File: src/rtl/bwc_pkg.sv
package bwc_pkg;
    typedef enum logic [1:0] {
        AREA_SFR = 2'd0,
        AREA_INT = 2'd1,
        AREA_OSD = 2'd2,
        AREA_EXT = 2'd3
    } area_e;

    typedef enum logic [1:0] {
        ST_IDLE    = 2'd0,
        ST_RUN     = 2'd1,
        ST_STRETCH = 2'd2
    } state_e;
endpackage

File: src/rtl/bwc_ctrl_regs.sv
module bwc_ctrl_regs #(
    parameter int ADDR_W    = 16,
    parameter int NUM_CS    = 4,
    parameter int MODE_ADDR = 5,
    parameter int CSEL_ADDR = 8,
    parameter int PROT_ADDR = 10
) (
    input  logic              clk,
    input  logic              rst_n,
    input  logic              wr_en,
    input  logic [ADDR_W-1:0] wr_addr,
    input  logic [7:0]        wr_data,
    output logic              wait_all,
    output logic [NUM_CS-1:0] fast_cs,
    output logic              unlock
);
    localparam int CS_LSB   = 4;
    localparam int WAIT_BIT = 7;
    localparam int PROT_BIT = 1;

    logic sel_mode, sel_csel, sel_prot;
    assign sel_mode = wr_en && (wr_addr == ADDR_W'(MODE_ADDR));
    assign sel_csel = wr_en && (wr_addr == ADDR_W'(CSEL_ADDR));
    assign sel_prot = wr_en && (wr_addr == ADDR_W'(PROT_ADDR));

    always_ff @(posedge clk or negedge rst_n) begin
        if (!rst_n)        unlock <= 1'b0;
        else if (sel_prot) unlock <= wr_data[PROT_BIT];
    end

    // Mode write is honoured only when unlock was already set
    always_ff @(posedge clk or negedge rst_n) begin
        if (!rst_n)                  wait_all <= 1'b0;
        else if (sel_mode && unlock) wait_all <= wr_data[WAIT_BIT];
    end

    for (genvar i = 0; i < NUM_CS; i++) begin : g_cs
        always_ff @(posedge clk or negedge rst_n) begin
            if (!rst_n)        fast_cs[i] <= 1'b0;
            else if (sel_csel) fast_cs[i] <= wr_data[CS_LSB+i];
        end
    end
endmodule

File: src/rtl/bwc_cycle_calc.sv
module bwc_cycle_calc
    import bwc_pkg::*;
#(
    parameter int CNT_W    = 2,
    parameter int SFR_CYC  = 2,
    parameter int WAIT_CYC = 2,
    parameter int MUX_CYC  = 3
) (
    input  area_e            area,
    input  logic             mux_bus,
    input  logic             wait_all,
    input  logic             cs_fast,
    output logic [CNT_W-1:0] cycles
);
    always_comb begin
        unique case (area)
            AREA_SFR: cycles = CNT_W'(SFR_CYC);
            AREA_INT: cycles = wait_all ? CNT_W'(WAIT_CYC) : CNT_W'(1);
            AREA_OSD: cycles = CNT_W'(WAIT_CYC);
            AREA_EXT: begin
                if (mux_bus)                   cycles = CNT_W'(MUX_CYC);
                else if (!wait_all && cs_fast) cycles = CNT_W'(1);
                else                           cycles = CNT_W'(WAIT_CYC);
            end
            default:  cycles = CNT_W'(WAIT_CYC);
        endcase
    end
endmodule

File: src/rtl/bus_wait_ctrl.sv
module bus_wait_ctrl
    import bwc_pkg::*;
#(
    parameter int ADDR_W    = 16,
    parameter int NUM_CS    = 4,
    parameter int MODE_ADDR = 5,
    parameter int CSEL_ADDR = 8,
    parameter int PROT_ADDR = 10,
    parameter int SFR_CYC   = 2,
    parameter int WAIT_CYC  = 2,
    parameter int MUX_CYC   = 3
) (
    input  logic              clk,
    input  logic              rst_n,
    input  logic              req,
    input  logic [ADDR_W-1:0] addr,
    input  logic              we,
    input  logic [7:0]        wdata,
    input  logic [1:0]        area,
    input  logic [1:0]        cs_idx,
    input  logic              mux_bus,
    input  logic              rdy,
    output logic              busy,
    output logic              done
);
    localparam int CNT_W = $clog2(MUX_CYC + 1);

    state_e           state_q, state_d;
    logic [CNT_W-1:0] rem_q, rem_d;
    logic             ext_q, ext_d;
    logic             accept;
    logic             wait_bit, unlock;
    logic [NUM_CS-1:0] fast_cs;
    logic [CNT_W-1:0] cycles;
    area_e            area_t;

    assign area_t = area_e'(area);
    assign accept = (state_q == ST_IDLE) && req;

    bwc_ctrl_regs #(
        .ADDR_W(ADDR_W), .NUM_CS(NUM_CS), .MODE_ADDR(MODE_ADDR),
        .CSEL_ADDR(CSEL_ADDR), .PROT_ADDR(PROT_ADDR)
    ) u_regs (
        .clk(clk), .rst_n(rst_n),
        .wr_en(accept && we && (area_t == AREA_SFR)),
        .wr_addr(addr), .wr_data(wdata),
        .wait_all(wait_bit), .fast_cs(fast_cs), .unlock(unlock)
    );

    bwc_cycle_calc #(
        .CNT_W(CNT_W), .SFR_CYC(SFR_CYC), .WAIT_CYC(WAIT_CYC), .MUX_CYC(MUX_CYC)
    ) u_calc (
        .area(area_t), .mux_bus(mux_bus), .wait_all(wait_bit),
        .cs_fast(fast_cs[cs_idx]), .cycles(cycles)
    );

    // State register
    always_ff @(posedge clk or negedge rst_n) begin
        if (!rst_n) begin
            state_q <= ST_IDLE;
            rem_q   <= '0;
            ext_q   <= 1'b0;
        end else begin
            state_q <= state_d;
            rem_q   <= rem_d;
            ext_q   <= ext_d;
        end
    end

    // Next state
    always_comb begin
        state_d = state_q;
        rem_d   = rem_q;
        ext_d   = ext_q;
        unique case (state_q)
            ST_IDLE: if (req) begin
                state_d = ST_RUN;
                rem_d   = cycles - CNT_W'(1);
                ext_d   = (area_t == AREA_EXT);
            end
            ST_RUN: begin
                if (rem_q != '0)         rem_d   = rem_q - CNT_W'(1);
                else if (ext_q && !rdy)  state_d = ST_STRETCH;
                else                     state_d = ST_IDLE;
            end
            ST_STRETCH: if (rdy) state_d = ST_IDLE;
            default: state_d = ST_IDLE;
        endcase
    end

    // Outputs
    always_comb begin
        busy = 1'b0;
        done = 1'b0;
        unique case (state_q)
            ST_IDLE:    ;
            ST_RUN: begin
                busy = 1'b1;
                done = (rem_q == '0) && (!ext_q || rdy);
            end
            ST_STRETCH: begin
                busy = 1'b1;
                done = rdy;
            end
            default:    ;
        endcase
    end
endmodule

File: config.mk
export PLATFORM = sky130hd
export DESIGN_NAME = bus_wait_ctrl
export DESIGN_NICKNAME = d
export VERILOG_FILES = /design/src/rtl/bwc_pkg.sv /design/src/rtl/bwc_ctrl_regs.sv /design/src/rtl/bwc_cycle_calc.sv /design/src/rtl/bus_wait_ctrl.sv
export SDC_FILE = /design/constraint.sdc
export NUM_CORES = 1
export LEC_CHECK = 0
export ABC_AREA = 1
export BUFFER_PORTS_ARGS = -buffer_cell sky130_fd_sc_hd__buf_2
export CAP_MARGIN = 20
export CORE_MARGIN = 1
export CORE_UTILIZATION = 45
export DETAILED_ROUTE_END_ITERATION = 8
export PLACE_DENSITY = 0.78
export SLEW_MARGIN = 25
export SYNTH_ARGS = -nofsm -noshare
export SYNTH_HDL_FRONTEND = slang
export SYNTH_SLANG_ARGS = --single-unit
File: constraint.sdc
create_clock -name clk -period 2.25 [get_ports clk]
set_clock_uncertainty 0.2 [all_clocks]
set_input_delay 0 -clock clk [delete_from_list [all_inputs] [get_ports clk]]
set_output_delay 0 -clock clk [all_outputs]
set_load 0.05 [all_outputs]
# Word level (Yosys, flattened, before mapping)
# Index checks and enable logic that the tools add are counted.
word_totals:
  register_bits: 11
  latch_bits: 0
  ramBits: 0
  mem_bits_ro: 0
  inputBits: 34
  out_inout_bits: 2
  word_cells: 64
  n_memories: 0
classes:
  addsub: 2
  multipliers: 0
  div_mod_pow: 0
  order_cmp: 1
  eq_ne: 12
  shift: 0
  muxes: 16
  bitwise_logic: 0
  n_reduce_logical: 24
ops:
  columns: ["operator", "n"]
  rows:
  - ["$eq 16x4->1 const B", 2]
  - ["$mux 2", 9]
  - ["$eq 16x3->1 const B", 1]
  - ["$pmux 2 s3", 2]
  - ["$logic_and 1x1->1", 10]
  - ["$ne 2x2->1 const B", 4]
  - ["$eq 2x2->1 const B", 3]
  - ["$logic_not 2->1", 3]
  - ["$reduce_and 3->1", 2]
  - ["$eq 2x1->1 const B", 2]
  - ["$pmux 2 s2", 1]
  - ["$reduce_bool 2->1", 2]
  - ["$reduce_or 2->1", 2]
  - ["$sub 2x1->2 const B", 2]
  - ["$logic_not 1->1", 3]
  - ["$lt 2x3->1 const B", 1]
  - ["$bmux 1 s2", 1]
  - ["$mux 1", 2]
  - ["$pmux 1 s2", 1]
  - ["$reduce_and 2->1", 1]
  - ["$logic_or 1x1->1", 1]

# Depth between registers and ports, before layout
# Gate-level depths: netlist of the first run.
logic_depth:
  ltp_word: 9
  depth_mapped: 10
  ltp_nobuf: 10

# By module
# Synthesis of the first run repeated with hierarchy kept, for this count alone.
unflattened:
  hier_cells: 141
  hier_area_um2: 885.8
by_module_without_submodules:
  columns: ["module", "n_inst", "cells_per_inst", "area_each_um2", "seq_area_each_um2"]
  rows:
  - ["bus_wait_ctrl", 1, 69, 445.4, 125.1]
  - ["bwc_ctrl_regs", 1, 57, 380.4, 150.1]
  - ["bwc_cycle_calc", 1, 15, 60.1, 0.0]

# Least setup slack after synthesis of the first run
# OpenSTA, ideal clock, no wires.
synth_path:
  path_kind: "register -> output"
  start: "register state_q[1]"
  end: "output port done"
  arrival_time_ps: 2181
  t_required_ps: 2050
  setup_slack_ps: -131
  path_stages_with_launch: 4
  path_buffers: 0
  path_cell_list: "dfrtp_1 inv_1 ha_1 a21boi_0"
synth_between:
  elab_chain_cells: 2
  elab_cells_between_ends: 3
  cone_classes: "eq/ne: 2; mux: 1"
synth_rtl:
  columns: ["element", "line_no", "text"]
  rows:
  - ["start, declared", "bus_wait_ctrl.sv:28", "state_e state_q, state_d;"]
  - ["start signal, assigned", "bus_wait_ctrl.sv:64", "state_q <= state_d;"]
  - ["$eq 2x2->1 / $eq 2x1->1 (equally long branches)", "bus_wait_ctrl.sv:95", "unique case (state_q)"]
  - ["$pmux 1 s2 (*)", "bus_wait_ctrl.sv:95", null]
  - ["end, declared", "bus_wait_ctrl.sv:24", "output logic done"]
# Mark *: on every way between the ends. The rest lies on a longest branch, timed or not.

# Final worst setup path of the first run
layout_path:
  start: "register state_q[0]"
  end: "register u_regs.fast_cs[2]"
layout_between:
  elab_chain_cells: 5
layout_rtl:
  columns: ["element", "line_no", "text"]
  rows:
  - ["$logic_not 2->1", "bus_wait_ctrl.sv:38", "assign accept = (state_q == ST_IDLE) && req;"]
  - ["$logic_and 1x1->1", "bus_wait_ctrl.sv:38", null]
  - ["$logic_and 1x1->1 (2 in a row)", "bus_wait_ctrl.sv:45", ".wr_en(accept && we && (area_t == AREA_SFR)),"]
  - ["$logic_and 1x1->1", "bwc_ctrl_regs.sv:23", "assign sel_csel = wr_en && (wr_addr == ADDR_W'(CSEL_ADDR));"]
  - ["end signal, assigned by index", "bwc_ctrl_regs.sv:40", "else if (sel_csel) fast_cs[i] <= wr_data[CS_LSB+i];"]
  - ["end, declared", "bwc_ctrl_regs.sv:14", "output logic [NUM_CS-1:0] fast_cs,"]
# No other way between the ends.
# A chain may end at the register's enable or synchronous reset.

==> impl_metrics.ini, run 1 <==
[power_and_ir_drop]
vdd_ir_drop_max_mv = 0.387
total_leakage_power_nw = 0.714
power.total_uw = 985
powerDensity_nw_per_um2 = 765

[floorplanning]
initial_utilization = 0.502
die_height_um = 43.9
die_w_um = 43.9
placementRows = 14
die_area_um2 = 1930
core_area_um2 = 1580
floorplan.io_pins = 36

[layout]
postLayoutCoreUtil = 0.817
most_frequent_standard_cell_in_the_layout_excluding_fill_and_tap_cells = sky130_fd_sc_hd__nand2_1
area_growth_syn_to_layout_pct = 63.0
multi_input_area_um2 = 449
final_nets = 219
regArea_um2 = 275
mostFrequentLayoutCells = sky130_fd_sc_hd__nand2_1 (36), sky130_fd_sc_hd__buf_2 (32), sky130_fd_sc_hd__dlygate4sd3_1 (25)
nFillCells = 107
layout.cell_area.non_filler_um2 = 1290
drive_above_1_share = 0.256
antenna-diode-count = 0

[sta]
final-max-slew-violation-count = 0
final_min_period_over_clock_period = 0.957
timing.max_slew.rel_slack = 0.668
period_minus_slack_ps = 2150
setup-violations-final = 0
crit_path_setup_slack_layout_ps = 96.9
worstMarginPinSlew_ps = 497
max_freq_ghz = 0.464
final_hold_viol_count = 0

[worst_setup_path]
critical_path.startpoint_type = flop
timing.critical_path.to_type = flop
setup_slack_on_the_worst_flop_to_flop_path_ps = 100
worst-r2r-cell-count = 8
worst_ep_arrival_time_ps = 2110
critical_path_peak_fanout = 8
critical_path_class = flop to flop
required_ps = 2210

[synth]
synth_adder_area_share = 0.0633
synth_seq_area_share = 0.348
post_synth_inst_count = 116
synth_xor_xnor_area_share = 0
synth-simple-area-share = 0.381
syn-mean-instance-area_um2 = 6.82
ys_seq_elements = 11
syn-num-nets = 154
synth.distinct_cells = 20
combinational_family_with_the_most_area_after_synthesis = simple AND/OR/NAND/NOR gates
post_synth_mux_area_share = 0
compound_gate_portion_of_the_synthesized_area = 0.108
synthesis.area_um2 = 791
synth.yosys.warnings = 0

[detailed_routing]
totalWireLength_um = 2180
via_count = 985
wl_per_cell_um = 11.1
drt-vias-per-instance = 5.03
initialDrtViolationCount = 26
detailedRoute.firstPassIterationCount = 6
drcViolationCount = 0
ant_nets = 0

[clocking]
clock_insertion_delay_worst_skew_ps = 270
numCtsBuffers = 3
cts_sinks = 11
tritoncts = done
worst_setup_hold_path_clk_slew_ps = 80
clock_path_buffers = 2
ctsHtreeMaxLevel = 1
cts.root.buffer_cell = sky130_fd_sc_hd__clkbuf_4

[flow_run]
max-cap-violations = 0

[status]
outcome = finished, final reports clean

[global_routing]
grt_start_max_net_pins = 12
grt_antenna_before_repair = 0
grt_first_pass_wirelength_um = 3600
grt_remaining_overflow = 0
first_global_vias = 906
global_route.usage.total = 0.254

[hold_path]
hold_class = input pin to flop
min_path_cells = 7

[placement]
post-place-ws_ps = 552
dpl.hpwl_um = 1370
port-buffer-count = 32
place_area_um2 = 971
finalWeightedCongestion = 0.751
[cell usage after synthesis]
library cell,number,area share
sky130_fd_sc_hd__o21ai_1,6,0.038
sky130_fd_sc_hd__nand4_4,1,0.027
sky130_fd_sc_hd__nand2_1,36,0.17
sky130_fd_sc_hd__ha_1,4,0.063
sky130_fd_sc_hd__dfrtp_1,11,0.35
sky130_fd_sc_hd__nand3b_1,1,0.0095
sky130_fd_sc_hd__o21ai_0,3,0.019
sky130_fd_sc_hd__nand3_1,6,0.038
sky130_fd_sc_hd__inv_1,21,0.10
sky130_fd_sc_hd__nor2_1,12,0.057
sky130_fd_sc_hd__nor3_2,1,0.013
sky130_fd_sc_hd__nand2_2,1,0.0079
sky130_fd_sc_hd__a21boi_0,1,0.0095
sky130_fd_sc_hd__nor4_1,1,0.0079
sky130_fd_sc_hd__nor2_2,1,0.0079
sky130_fd_sc_hd__nor3_1,1,0.0063
sky130_fd_sc_hd__a21oi_1,5,0.032
sky130_fd_sc_hd__nand4_1,2,0.016
sky130_fd_sc_hd__nor3_4,1,0.021
sky130_fd_sc_hd__o31ai_1,1,0.0095
[report_power, final]
part | internal (mW) | total [mW] | leakage [nW] | switching (mW)
clock | 0.0659 | 0.137 | 0.0177 | 0.0709
sequential | 0.241 | 0.274 | 0.146 | 0.0323
combinational | 0.220 | 0.575 | 0.550 | 0.355
total | 0.527 | 0.985 | 0.714 | 0.458
[flip-flops by register name, indices dropped and copies added, names as in the netlist]
name and flops:
ext_q 1, state_q 2, u_regs.wait_all 1, u_regs.fast_cs 4
rem_q 2, u_regs.unlock 1
[worst paths after layout]
check	endpoint	startpoint
setup / recovery	u_regs.fast_cs[2]	state_q[0]
min in group asynchronous	u_regs.fast_cs[2]	rst_n
max in group asynchronous	state_q[0]	rst_n
hold / removal	u_regs.fast_cs[3]	addr[10]
hold reg to reg	u_regs.fast_cs[3]	u_regs.fast_cs[3]
setup reg to reg	u_regs.fast_cs[2]	state_q[0]
[final cells by class]
type                    count  area share
clock buffers               3      0.0175
inverters                  21      0.0612
multi-input cells          84       0.349
repair buffers             60       0.340
well taps                  16      0.0155
flip-flops and latches     11       0.214
clock inverters             1     0.00388
[what timing repair did]
item	CTS	global route
hold endpoints to repair	21	0
buffers inserted	0	2
resized for setup	0	5
setup endpoints to repair	0	5
hold buffers	26	0
[per-layer routing]
layer,wire length [um],vias up,GRT usage
met1,899,433,0.294
met2,1050,47,0.436
li1,-,494,-
met5,0,-,0
met3,124,11,0.0333
met4,99,0,0.164
[worst max-delay path: stages, from the launching register on]
cell	delay [ps]
sky130_fd_sc_hd__dfrtp_1	390
sky130_fd_sc_hd__inv_2	110
sky130_fd_sc_hd__ha_4	150
sky130_fd_sc_hd__nand2_2	90
sky130_fd_sc_hd__nor3_4	210
sky130_fd_sc_hd__nand4_4	180
sky130_fd_sc_hd__nand2_1	90
sky130_fd_sc_hd__o21ai_1	60
sky130_fd_sc_hd__dlygate4sd3_1	550
[through the flow]
stage | setup TNS, ps | hold slack, ps | cells
final | 0 | 36.9 | 196
after global routing | -5.78 | 103 | 196
after CTS | 0 | 35.1 | 194
after detailed placement | 0 | -314 | 164
after global placement | 0 | -320 | 164
after floorplan | 0 | -496 | 116
[cells by family after synthesis]
family,after synthesis
fa+ha+maj,4
compound gates,16
flops,11
simple gates,64
buf+inv,21
Power figures use the tool's default switching activity.
==> run 2: changes to the inputs <==
CORE_UTILIZATION = 30   (was 45)
PLACE_DENSITY = 0.56   (was 0.78)
SKIP_CTS_REPAIR_TIMING = 1   (was not set)
==> run 2 against run 1 <==
First-iteration DRC count is 58% lower. Core utilization is 34 points lower. Flip-flop and latch count stayed put. Cell count is 1.5% higher. Global-route usage is 12 points lower. Critical path depth is 2 lower. Highest routed layer is now met3. Fmax is 9.8% higher. Hold slack worse by 83 ps. The flow now finishes with violations (hold timing). Die area is 47% higher. Combinational power is 7.8% lower. Sequential share of layout area is 1.9 points higher.
==> impl_metrics.ini, run 2 (synthesis gave the netlist of run 1 again) <==
[layout]
postLayoutCoreUtil = 0.478
final_nets = 208
mostFrequentLayoutCells = sky130_fd_sc_hd__nand2_1 (36), sky130_fd_sc_hd__buf_2 (32), sky130_fd_sc_hd__inv_1 (21)
multi_input_area_um2 = 437
layout_top_registers = u_regs.fast_cs x4, rem_q x2, state_q x2
registers.top_by_ff_count = u_regs.fast_cs
largest_reg_flops = 4
antenna-diode-count = 0
drive_above_1_share = 0.237
nFillCells = 253
regArea_um2 = 275
most_frequent_standard_cell_in_the_layout_excluding_fill_and_tap_cells = sky130_fd_sc_hd__nand2_1
area_growth_syn_to_layout_pct = 49.8

[sta]
tns_ps = 0
crit_path_setup_slack_layout_ps = 289
timing.max_slew.rel_slack = 0.664
period_minus_slack_ps = 1960
hold_slack_ps = -45.8
worstMarginPinSlew_ps = 503
final_hold_viol_count = 8
final-max-slew-violation-count = 0
max_freq_ghz = 0.510
final_min_period_over_clock_period = 0.872
rsz_0062_raised_after_global_routing = false
setup-violations-final = 0

[floorplanning]
die_w_um = 53.3
die_area_um2 = 2850
placementRows = 18
initial_utilization = 0.319
die_height_um = 53.3
floorplan.io_pins = 36
core_area_um2 = 2480

[global_routing]
grt_first_pass_wirelength_um = 2870
first_global_vias = 776
grt_antenna_before_repair = 0
global_route.usage.total = 0.138
grt_start_max_net_pins = 12
grt_remaining_overflow = 0

[worst_setup_path]
worst_ep_arrival_time_ps = 1960
required_ps = 2250
worstSetupPathDepth = 6
worst-r2r-cell-count = 6
maximum_cell_stage_delay_along_the_critical_path_ps = 570
critical_path_class = input pin to flop
critical_path.most_common_cell = sky130_fd_sc_hd__dlygate4sd3_1
crit_slowest_cell = sky130_fd_sc_hd__dlygate4sd3_1
path_cells = dlygate4sd3_1 -> buf_2 -> nand2_1 -> dlygate4sd3_1 -> o21ai_0 -> dlygate4sd3_1
critical-path-top-delay-family = buffers and inverters
timing.critical_path.to_type = flop
critical_path_peak_fanout = 3
timing.critical_path.buf_inv = 4
critical_path.startpoint_type = input pin

[hold_path]
min_path_cells = 6
hold_class = input pin to flop

[power_and_ir_drop]
total_leakage_power_nw = 0.654
powerDensity_nw_per_um2 = 788
vdd_ir_drop_max_mv = 0.640

[clocking]
cts_sinks = 11
clock_insertion_delay_worst_skew_ps = 260
worst_setup_hold_path_clk_slew_ps = 70
cts.root.buffer_cell = sky130_fd_sc_hd__clkbuf_4
ctsHtreeMaxLevel = 1
clock_path_buffers = 2
tritoncts = done
numCtsBuffers = 3

[placement]
post-place-ws_ps = 490
dpl.hpwl_um = 1380
finalWeightedCongestion = 0.811
port-buffer-count = 32

[detailed_routing]
ant_nets = 0
drcViolationCount = 0
wl_per_cell_um = 9.18
drt-vias-per-instance = 4.45
totalWireLength_um = 1830
via_count = 886
detailedRoute.firstPassIterationCount = 4
initialDrtViolationCount = 11

[flow_run]
max-cap-violations = 0

[status]
outcome = finished with violations
violations = hold timing
[run 2: per-stage QoR]
step	instances	area [um^2]	power, mW
floorplan	116	791	0.665
global placement	178	988	0.766
global route	199	1180	1.02
detailed placement	178	988	0.776
CTS	182	1010	0.915
finish	199	1180	0.934
[run 2: path summary, 6_finish.rpt]
kind | startpoint | to | slack [ps]
max | area[0] | ext_q | 290
min | addr[15] | u_regs.unlock | -50
max reg2reg | state_q[0] | ext_q | 400
min reg2reg | u_regs.fast_cs[1] | u_regs.fast_cs[1] | 290
max in group asynchronous | rst_n | u_regs.fast_cs[3] | 930
min in group asynchronous | rst_n | ext_q | 580
[run 2: area by class of cell]
class / instances / share of cell area
inverters: 21 / 0.0665
flip-flops and latches: 11 / 0.232
multi-input cells: 84 / 0.369
clock buffers: 4 / 0.0222
repair buffers: 49 / 0.279
well taps: 30 / 0.0317
[run 2: per-layer routing]
| layer | part of all wire | vias up | global-route usage |
|---|---|---|---|
| li1 | - | 474 | - |
| met1 | 0.43 | 385 | 0.157 |
| met2 | 0.52 | 27 | 0.248 |
| met3 | 0.049 | 0 | 0.0259 |
| met4 | 0 | 0 | 0.0526 |
| met5 | 0 | - | 0 |
[run 2: where the power goes]
group	switching [mW]	internal (mW)	total [mW]
Clock	0.0638	0.0685	0.132
Sequential	0.0296	0.241	0.271
Combinational	0.340	0.191	0.530
Total	0.433	0.501	0.934
[run 2: worst register-to-register path, delay by kind of cell (launching register included)]
family                     cells  cell delay, ps
buffers and inverters          2             690
and+or+nand+nor                2             170
DFF                            1             380
adders and majority gates      1             230
AOI/OAI and AO/OA              1              70
